## src/rtl/w24_pkg.sv

```systemverilog
package w24_pkg;
   localparam int unsigned WORD_W_DEF     = 5;
   localparam int unsigned BIT_W_DEF      = 4;
   localparam int unsigned SCAN_LAST_DEF  = 15;
   localparam int unsigned WORD_MATCH_DEF = 23;
   localparam int unsigned N_LEVELS_DEF   = 2;

   typedef enum logic {
      STROBE_COMB = 1'b0,
      STROBE_REG  = 1'b1
   } strobe_mode_e;
endpackage

```

## src/rtl/w24_scan_stagger.sv

```systemverilog
module w24_scan_stagger #(
   parameter int unsigned BIT_W     = w24_pkg::BIT_W_DEF,
   parameter int unsigned SCAN_LAST = w24_pkg::SCAN_LAST_DEF,
   parameter int unsigned N_LEVELS  = w24_pkg::N_LEVELS_DEF
) (
   input  logic                clk,
   input  logic                rst_n,
   input  logic [BIT_W-1:0]    bit_cnt,
   output logic [N_LEVELS-1:0] eos_lv
);
   localparam logic [BIT_W-1:0] TERM = BIT_W'(SCAN_LAST);

   if (SCAN_LAST >= (1 << BIT_W)) begin : g_bad_term
      $error("SCAN_LAST does not fit in BIT_W bits");
   end
   if (N_LEVELS < 2) begin : g_bad_levels
      $error("N_LEVELS must be at least 2");
   end

   logic term_hit;
   assign term_hit = (bit_cnt == TERM);

   for (genvar i = 0; i < N_LEVELS; i++) begin : g_lvl
      if (i == 0) begin : g_first
         always_ff @(posedge clk or negedge rst_n) begin
            if (!rst_n) eos_lv[i] <= 1'b0;
            else        eos_lv[i] <= term_hit;
         end
      end else begin : g_next
         always_ff @(posedge clk or negedge rst_n) begin
            if (!rst_n) eos_lv[i] <= 1'b0;
            else        eos_lv[i] <= eos_lv[i-1];
         end
         // each level trails the one before it by a single clock
         p_stagger_hi_r3: assert property (@(posedge clk) disable iff (!rst_n)
            eos_lv[i-1] |=> eos_lv[i]);
         p_stagger_lo_r3: assert property (@(posedge clk) disable iff (!rst_n)
            !eos_lv[i-1] |=> !eos_lv[i]);
      end
   end

   // first level follows the terminal bit position by one clock
   p_eos_after_term_r2: assert property (@(posedge clk) disable iff (!rst_n)
      (bit_cnt == TERM) |=> eos_lv[0]);
   p_no_eos_early_r2: assert property (@(posedge clk) disable iff (!rst_n)
      (bit_cnt != TERM) |=> !eos_lv[0]);
endmodule

```

## src/rtl/w24_word_match.sv

```systemverilog
module w24_word_match #(
   parameter int unsigned WORD_W     = w24_pkg::WORD_W_DEF,
   parameter int unsigned BIT_W      = w24_pkg::BIT_W_DEF,
   parameter int unsigned WORD_MATCH = w24_pkg::WORD_MATCH_DEF
) (
   input  logic              clk,
   input  logic              rst_n,
   input  logic [WORD_W-1:0] word_cnt,
   input  logic [BIT_W-1:0]  bit_cnt,
   input  logic              eos_en,
   output logic              match_q,
   output logic              w24_q,
   output logic              b0_q
);
   localparam logic [WORD_W-1:0] TARGET = WORD_W'(WORD_MATCH);

   if (WORD_MATCH >= (1 << WORD_W)) begin : g_bad_match
      $error("WORD_MATCH does not fit in WORD_W bits");
   end

   logic w24_nxt;
   always_comb begin
      w24_nxt = w24_q;
      if (eos_en) w24_nxt = match_q;
   end

   always_ff @(posedge clk or negedge rst_n) begin
      if (!rst_n) begin
         match_q <= 1'b0;
         w24_q   <= 1'b0;
         b0_q    <= 1'b0;
      end else begin
         match_q <= (word_cnt == TARGET);
         w24_q   <= w24_nxt;
         b0_q    <= w24_nxt & (bit_cnt == '0);
      end
   end

   // flag frozen between end-of-scan enables
   p_w24_hold_r8: assert property (@(posedge clk) disable iff (!rst_n)
      !eos_en |=> $stable(w24_q));
   // enable loads the match captured with the terminal bit
   p_w24_load_r4: assert property (@(posedge clk) disable iff (!rst_n)
      eos_en |=> (w24_q == $past(match_q)));
   // bit-0 flag only inside word 24
   p_b0_in_w24_r7: assert property (@(posedge clk) disable iff (!rst_n)
      b0_q |-> w24_q);
endmodule

```

## src/rtl/w24_eos_decoder.sv

```systemverilog
module w24_eos_decoder #(
   parameter int unsigned WORD_W     = w24_pkg::WORD_W_DEF,
   parameter int unsigned BIT_W      = w24_pkg::BIT_W_DEF,
   parameter int unsigned SCAN_LAST  = w24_pkg::SCAN_LAST_DEF,
   parameter int unsigned WORD_MATCH = w24_pkg::WORD_MATCH_DEF,
   parameter int unsigned N_LEVELS   = w24_pkg::N_LEVELS_DEF,
   parameter bit          STROBE_MODE = w24_pkg::STROBE_COMB
) (
   input  logic              clk,
   input  logic              rst_n,
   input  logic [WORD_W-1:0] word_cnt,
   input  logic [BIT_W-1:0]  bit_cnt,
   output logic              w24_flag,
   output logic              w24_bit0,
   output logic              eos_lvl2,
   output logic              eos_lvl3,
   output logic              w24_eos_strobe
);
   logic [N_LEVELS-1:0] eos_lv;
   logic                match_q;

   w24_scan_stagger #(
      .BIT_W     (BIT_W),
      .SCAN_LAST (SCAN_LAST),
      .N_LEVELS  (N_LEVELS)
   ) u_stagger (
      .clk     (clk),
      .rst_n   (rst_n),
      .bit_cnt (bit_cnt),
      .eos_lv  (eos_lv)
   );

   w24_word_match #(
      .WORD_W     (WORD_W),
      .BIT_W      (BIT_W),
      .WORD_MATCH (WORD_MATCH)
   ) u_match (
      .clk      (clk),
      .rst_n    (rst_n),
      .word_cnt (word_cnt),
      .bit_cnt  (bit_cnt),
      .eos_en   (eos_lv[0]),
      .match_q  (match_q),
      .w24_q    (w24_flag),
      .b0_q     (w24_bit0)
   );

   assign eos_lvl2 = eos_lv[0];
   assign eos_lvl3 = eos_lv[1];

   if (STROBE_MODE == w24_pkg::STROBE_COMB) begin : g_strobe_comb
      assign w24_eos_strobe = eos_lv[0] & match_q;
      // strobe confined to second-level end-of-scan cycles
      p_strobe_in_eos_r6: assert property (@(posedge clk) disable iff (!rst_n)
         w24_eos_strobe |-> eos_lvl2);
      p_strobe_sets_w24_r6: assert property (@(posedge clk) disable iff (!rst_n)
         w24_eos_strobe |=> w24_flag);
   end else begin : g_strobe_reg
      logic strobe_q;
      always_ff @(posedge clk or negedge rst_n) begin
         if (!rst_n) strobe_q <= 1'b0;
         else        strobe_q <= eos_lv[0] & match_q;
      end
      assign w24_eos_strobe = strobe_q;
      // registered strobe aligns with the third level
      p_strobe_in_eos3_r6: assert property (@(posedge clk) disable iff (!rst_n)
         w24_eos_strobe |-> eos_lvl3);
   end
endmodule

```

## config.mk

```make
export PLATFORM = sky130hd
export DESIGN_NAME = w24_eos_decoder
export DESIGN_NICKNAME = d
export VERILOG_FILES = /design/src/rtl/w24_pkg.sv /design/src/rtl/w24_scan_stagger.sv /design/src/rtl/w24_word_match.sv /design/src/rtl/w24_eos_decoder.sv
export SDC_FILE = /design/constraint.sdc
export NUM_CORES = 1
export LEC_CHECK = 0
export CORE_AREA = 3 3 40 42
export DETAILED_ROUTE_END_ITERATION = 8
export DIE_AREA = 0 0 43 45
export DONT_BUFFER_PORTS = 1
export PLACE_DENSITY_LB_ADDON = 0.2
export SLEW_MARGIN = 10
export SYNTH_ARGS = -nofsm -noshare
export SYNTH_HDL_FRONTEND = slang
export SYNTH_HIERARCHICAL = 1
export SYNTH_SLANG_ARGS = --single-unit
export TNS_END_PERCENT = 10
```

## constraint.sdc

```tcl
create_clock -name clk -period 0.9 [get_ports clk]
set_input_delay 0.135 -clock clk [delete_from_list [all_inputs] [get_ports clk]]
set_output_delay 0.135 -clock clk [all_outputs]
set_load 0.005 [all_outputs]
```

### Yosys cells after proc, flatten, opt, wreduce, memory -nomap -nowiden

Cells that the tools add are included.

| word-level totals | value |
|---|---|
| bits in registers | 5 |
| input port bits | 11 |
| output and inout port bits | 5 |
| word-level logic and storage cells | 11 |

| cells by class | value |
|---|---|
| muxes and demuxes | 1 |
| bitwise logic cells | 2 |
| reduce and logical (&&, ||, !) cells | 1 |
| equal/unequal tests | 2 |

Operator list:

| kind | count |
|---|---|
| $eq A5 B5 Y1 const B | 1 |
| $eq A4 B4 Y1 const B | 1 |
| $logic_not A4 Y1 | 1 |
| $and A1 B1 Y1 | 2 |
| $mux W1 | 1 |

### Depth between registers and ports, before layout

Gate-level depths: netlist (run 1).

| depth | value |
|---|---|
| word-level depth | 2 |
| mapped depth | 2 |
| mapped depth without buffers | 2 |

### Cells and area by module

The synthesis (run 1) kept the hierarchy.

By module, submodules not included:

| module | cells each | area an instance (um2) | times used | sequential area each (um2) |
|---|---|---|---|---|
| w24_word_match | 8 | 115.1 | 1 | 75.1 |
| w24_scan_stagger | 3 | 58.8 | 1 | 50.0 |
| w24_eos_decoder | 1 | 6.3 | 1 | 0.0 |

### Worst setup path before layout (run 1)

Ideal clock, no wire load.

| timing path | value |
|---|---|
| kind | reg-to-reg |
| from | register u_stagger.eos_lv[0] |
| to | register u_match.b0_q |
| setup time | 0.119 ns |
| slack | -0.042 ns |
| stages on the path, launching flop included | 3 |
| path buffers | 0 |
| required time | 0.781 ns |
| clock period less this slack | 0.942 ns |
| data arrival time | 0.823 ns |
| cell sequence | dfrtp_1 mux2_4 and2_1 |

| on the way | value |
|---|---|
| word-level cells in the longest chain between the ends | 2 |

RTL lines:

| item | RTL line | RTL |
|---|---|---|
| from (decl) | w24_scan_stagger.sv:9 | `output logic [N_LEVELS-1:0] eos_lv` |
| from (signal, indexed assignment) | w24_scan_stagger.sv:27 | `else eos_lv[i] <= term_hit;` |
| $mux W1 | w24_word_match.sv:24 | `if (eos_en) w24_nxt = match_q;` |
| via u_match.w24_nxt | w24_word_match.sv:21 | `logic w24_nxt;` |
| $and A1 B1 Y1 | w24_word_match.sv:35 | `b0_q <= w24_nxt & (bit_cnt == '0);` |
| to (signal assigned) | w24_word_match.sv:35 |  |
| to (decl) | w24_word_match.sv:13 | `output logic b0_q` |

The timed path passes the listed nets, and every way through them passes these cells.

### Final worst setup path (run 1)

Ends and elaborated chain as after synthesis.

==> results of run 1 <==
==> kinds of logic (layout without fill, tap and decap cells) <==
family                 count (synthesis)  in the layout  synth area share, %
AND/OR/NAND/NOR                        6              6                 22.2
flip-flops                             5              5                 69.4
buffers and inverters                  0              9                    0
multiplexers                           1              1                 8.33
==> power breakdown <==
part	internal, W	leakage [nW]	switching, W
Clock	0.000161	0.0177	0.0000932
Combinational	0.0000180	0.0476	0.00000956
Sequential	0.000230	0.0691	0.00000328
==> synthesized netlist by cell type (all sizes together) <==
library cell | count | area share, %
and4 | 1 | 4.9
nand3 | 1 | 2.8
nor3b | 1 | 4.2
mux2 | 1 | 8.3
nor4 | 1 | 3.5
dfrtp | 5 | 69
and2 | 2 | 6.9
==> metrics by stage <==
step | power, W | instances | setup TNS [ns]
6_report | 0.000515 | 36 | -0.357
5_1_grt | 0.000561 | 36 | -0.564
4_1_cts | 0.000529 | 36 | -0.374
3_5_place_dp | 0.000249 | 29 | -0.0441
3_3_place_gp | 0.000248 | 29 | -0.0282
2_1_floorplan | 0.000243 | 12 | -0.0420
==> flip-flops by register name (all words and copies together), names as in the netlist <==
signal,cells
u_match/b0_q,1
u_match/match_q,1
u_match/w24_q,1
u_stagger/eos_lv,2
==> final timing paths <==
path / to / slack (ns) / from
setup reg to reg: u_match/b0_q / -0.16 / u_stagger/eos_lv[0]
hold / removal: u_match/match_q / 0.03 / word_cnt[4]
max in group asynchronous: u_stagger/eos_lv[1] / 0.52 / rst_n
setup / recovery: u_match/b0_q / -0.16 / u_stagger/eos_lv[0]
hold reg to reg: u_match/w24_q / 0.53 / u_match/match_q
min in group asynchronous: u_match/w24_q / 0.19 / rst_n
==> final cells by class <==
cell class | count | area (sq um) | area share [%]
tap | 15 | 18.8 | 6.58
sequential | 5 | 125 | 43.9
multi-input combinational | 7 | 60.1 | 21.1
timing repair buffer | 5 | 53.8 | 18.9
clock buffer | 3 | 22.5 | 7.89
clock inverter | 1 | 5.00 | 1.75
==> per-layer routing <==
| layer | GRT usage, % | vias up | wire [um] |
|---|---|---|---|
| li1 | - | 61 | - |
| met3 | 9.16 | 0 | 87 |
| met4 | 1.81 | 0 | 0 |
| met2 | 7.78 | 13 | 168 |
| met5 | 0 | - | 0 |
| met1 | 3.67 | 66 | 145 |
==> what timing repair did <==
item / 4_1_cts / 5_1_grt
hold buffers: 2 / 0
gates resized for setup: 3 / 2
pin swaps: 1 / 0
buffers inserted: 1 / 0
hold endpoints to repair: 6 / 0
setup endpoints to repair: 3 / 5
==> critical path: stages, from the launching register on <==
cell and delay, ns:
dfrtp_1 0.40, buf_6 0.13, mux2_4 0.30, and2_4 0.13
==> results.py, run 1 <==
metrics = {
    "cts": {
        "clkLatencyLatePin_ns": 0.24,
        "cts_tree": "yes",
        "htreeDepth": 1,
        "cts.sinks": 5,
        "cts_buffer_depth": 2,
        "cts_root_buf": "clkbuf_4",
        "clk_pin_slew_ns": 0.05,
        "numCtsBuffers": 3,
    },
    "critical_path": {
        "end_kind": "flop",
        "cp_data_required_time_ns": 1.03,
        "cp.arrival_ns": 1.20,
        "worst_r2r_path_depth": 3,
        "path_class": "flop to flop",
        "crit_path_max_fanout": 2,
        "worstSetupStartpointType": "flop",
    },
    "die": {
        "start_util_pct": 14.0,
        "rows": 13,
        "dieArea_sq_um": 1940,
        "ios": 16,
        "die_w_um": 43,
        "fp.coreArea_sq_um": 1280,
        "die_h_um": 45,
    },
    "status": {
        "outcome": "complete, but fails checks",
        "violations": "negative setup slack",
    },
    "place": {
        "place_area_sq_um": 214,
        "dp_slack_ns": -0.0441,
        "io_buffer_count": 0,
        "dp_hpwl_um": 315,
        "gp_congestion": 0.564,
    },
    "global_route": {
        "grt_overflow": 0,
        "grt_util_all_layers_pct": 5.61,
        "antenna_found_initial": 0,
        "grt_pass1_vias": 187,
        "grt_max_degree": 6,
        "grt_first_pass_wirelength_um": 703,
    },
    "layout": {
        "fin_nets": 33,
        "final_area_sq_um": 285,
        "final_cell_mix": "dfrtp_1 (5), clkbuf_4 (3), buf_6 (3)",
        "fillCellCount": 138,
        "syn2layout_area_growth_pct": 58.3,
        "drive_above_1_share_pct": 47.6,
        "postLayoutCoreUtil_pct": 22.2,
        "final_common_cell": "dfrtp_1",
        "antennaDiodeCount": 0,
    },
    "power_and_ir_drop": {
        "ir_drop_uv": 884,
        "total_leakage_power_nw": 0.134,
        "powerDensity_nw_per_um2": 1810,
    },
    "detailed_routing": {
        "drc": 0,
        "ant_nets": 0,
        "wl_per_cell_um": 11.1,
        "drt-total-wl_um": 401,
        "drt-pass1-iter-count": 2,
        "num_vias": 140,
        "post_drt_via_cell_ratio": 3.89,
        "drtIter0Drc": 1,
    },
    "logic_synthesis": {
        "yosys_warnings": 6,
        "synth_cell_type_count": 7,
        "avgSynthCellArea_sq_um": 15.0,
        "synthesis.area_sq_um": 180,
        "synth_cells": 12,
        "yosysSeqAreaShare_pct": 69.4,
        "synth_fp_nets": 23,
        "synth_seq_cells": 5,
    },
    "timing": {
        "fin_worst_skew_ns": 0.00342,
        "hold_violations": 0,
        "setup_ws_ns": -0.163,
        "max_slew.worst_pin.slew_ns": 0.248,
        "max_slew_margin_pct": 83.3,
        "finalMaxSlewViolations": 0,
        "period_share_pct": 118,
        "min_period_ns": 1.06,
        "fmax_mhz": 940,
        "rsz0062_at_grt": "yes",
        "setup_viol": 4,
        "whs_ns": 0.0276,
    },
    "hold_path": {
        "hold_path_class": "primary input to flop",
        "hold_depth": 2,
    },
    "flow_run": {
        "maxCapViolCount": 0,
    },
}
No activity file was read; power rests on OpenSTA's default activity.
==> run 2: changes to the inputs <==
==> constraint.sdc (replaced) <==
create_clock -name clk -period 1.13 [get_ports clk]
set_input_delay 0.1695 -clock clk [delete_from_list [all_inputs] [get_ports clk]]
set_output_delay 0.1695 -clock clk [all_outputs]
set_load 0.005 [all_outputs]
==> results.py, run 2 (synthesis gave the netlist of run 1 again) <==
metrics = {
    "layout": {
        "drive_above_1_share_pct": 22.2,
        "largest_register_ffs": 2,
        "fin_nets": 30,
        "syn2layout_area_growth_pct": 36.1,
        "regMostFlops": "u_stagger/eos_lv",
        "final_cell_mix": "dfrtp_1 (5), clkbuf_4 (3), and2_1 (2), dlygate4sd3_1 (2)",
        "final_common_cell": "dfrtp_1",
        "fillCellCount": 142,
        "antennaDiodeCount": 0,
        "postLayoutCoreUtil_pct": 19.1,
        "layout.cells.non_filler": 33,
    },
    "critical_path": {
        "reg2reg_from": "u_stagger/eos_lv[0]",
        "path_class": "flop to output port",
        "path_delay_family": "flip-flops",
        "cp_slowest_cell": "dfrtp_1",
        "crit_path_max_fanout": 4,
        "end_kind": "output port",
        "cp_data_required_time_ns": 0.96,
        "cp_num_buf_inv": 0,
        "worst_r2r_path_depth": 2,
        "worstSetupStartpointType": "flop",
        "max_stage_delay_ns": 0.42,
        "path_cells": "and2_1",
        "cp.arrival_ns": 0.85,
        "timing.rr.end": "u_match/b0_q",
        "reg2reg_slack_ns": 0.14,
    },
    "detailed_routing": {
        "drt-total-wl_um": 399,
        "ant_nets": 0,
        "num_vias": 123,
        "drt-pass1-iter-count": 2,
        "drtIter0Drc": 3,
        "wl_per_cell_um": 12.1,
        "post_drt_via_cell_ratio": 3.73,
        "drc": 0,
    },
    "cts": {
        "cts_tree": "yes",
        "numCtsBuffers": 3,
        "clkLatencyLatePin_ns": 0.24,
        "cts.sinks": 5,
        "postCtsSetupBuffers": 0,
        "cts_root_buf": "clkbuf_4",
        "cts_buffer_depth": 2,
        "clk_pin_slew_ns": 0.04,
        "htreeDepth": 1,
    },
    "power_and_ir_drop": {
        "powerDensity_nw_per_um2": 1660,
        "ir_drop_uv": 337,
        "total_leakage_power_nw": 0.111,
    },
    "die": {
        "die_w_um": 43,
        "start_util_pct": 14.0,
        "rows": 13,
        "die_h_um": 45,
        "fp.coreArea_sq_um": 1280,
        "dieArea_sq_um": 1940,
        "ios": 16,
    },
    "hold_path": {
        "hold_path_class": "primary input to flop",
        "hp-start": "word_cnt[4]",
        "hold_depth": 2,
        "whs_endpoint": "u_match/match_q",
    },
    "timing": {
        "rsz0062_at_grt": "no",
        "min_period_ns": 1.02,
        "whs_ns": 0.0636,
        "fin_worst_skew_ns": 0.00370,
        "finalMaxSlewViolations": 0,
        "max_slew.worst_pin.slew_ns": 0.223,
        "period_share_pct": 90.3,
        "max_slew_margin_pct": 85.0,
        "finalSetupTns_ns": 0,
        "hold_violations": 0,
        "fmax_mhz": 980,
        "setup_ws_ns": 0.109,
        "setup_viol": 0,
    },
    "place": {
        "io_buffer_count": 0,
        "dp_hpwl_um": 319,
        "dp_slack_ns": 0.145,
        "gp_congestion": 0.595,
        "placed_cells": 27,
    },
    "global_route": {
        "grt_pass1_vias": 151,
        "grt_max_degree": 6,
        "grt_overflow": 0,
        "grt_util_all_layers_pct": 5.61,
        "antenna_found_initial": 0,
        "grt_first_pass_wirelength_um": 621,
    },
    "flow_run": {
        "maxCapViolCount": 0,
    },
    "status": {
        "outcome": "complete, no violations",
    },
}
run 2: worst max-delay path by stage:
| stage | from | to | slack [ns] | cells after the start |
|---|---|---|---|---|
| after floorplan | u_stagger/eos_lv[0] | u_match/b0_q | 0.19 | 2 |
| after global placement | u_stagger/eos_lv[0] | u_match/b0_q | 0.16 | 2 |
| after detailed placement | u_stagger/eos_lv[0] | u_match/b0_q | 0.15 | 2 |
| after CTS | u_stagger/eos_lv[0] | w24_eos_strobe | 0.09 | 1 |
| after global routing | u_stagger/eos_lv[0] | w24_eos_strobe | 0.06 | 1 |
| final | u_stagger/eos_lv[0] | w24_eos_strobe | 0.11 | 1 |
run 2: metal layers:
layer	up-vias	global-route usage, %	share of wire, %
li1	54	-	-
met1	54	5.13	40
met2	13	5.09	34
met3	2	7.97	23
met4	0	5.42	2.3
met5	-	0	0
run 2: per-stage QoR:
stage                     power (W)  area [sq um]
after floorplan            0.000194           180
final                      0.000408           245
after CTS                  0.000420           245
after global routing       0.000438           245
after global placement     0.000195           199
after detailed placement   0.000195           199
run 2: layout make-up:
cell class	instances	area, sq um	area share (%)
Tap cell	15	18.8	7.65
Sequential cell	5	125	51.0
Clock buffer	4	26.3	10.7
Timing Repair Buffer	2	20.0	8.16
Multi-Input combinational cell	7	55.1	22.4
run 2: power by group:
group | switching [W] | internal, W | total, W
clock network | 0.0000736 | 0.000134 | 0.000207
registers | 0.00000291 | 0.000183 | 0.000186
logic | 0.00000556 | 0.00000885 | 0.0000144
total | 0.0000821 | 0.000326 | 0.000408
run 2: timing repair:
item | in CTS | in global routing
endpoints found under the hold margin | 6 | 0
setup endpoints to repair | 0 | 0
hold buffers | 2 | 0
resized for setup | 0 | 0
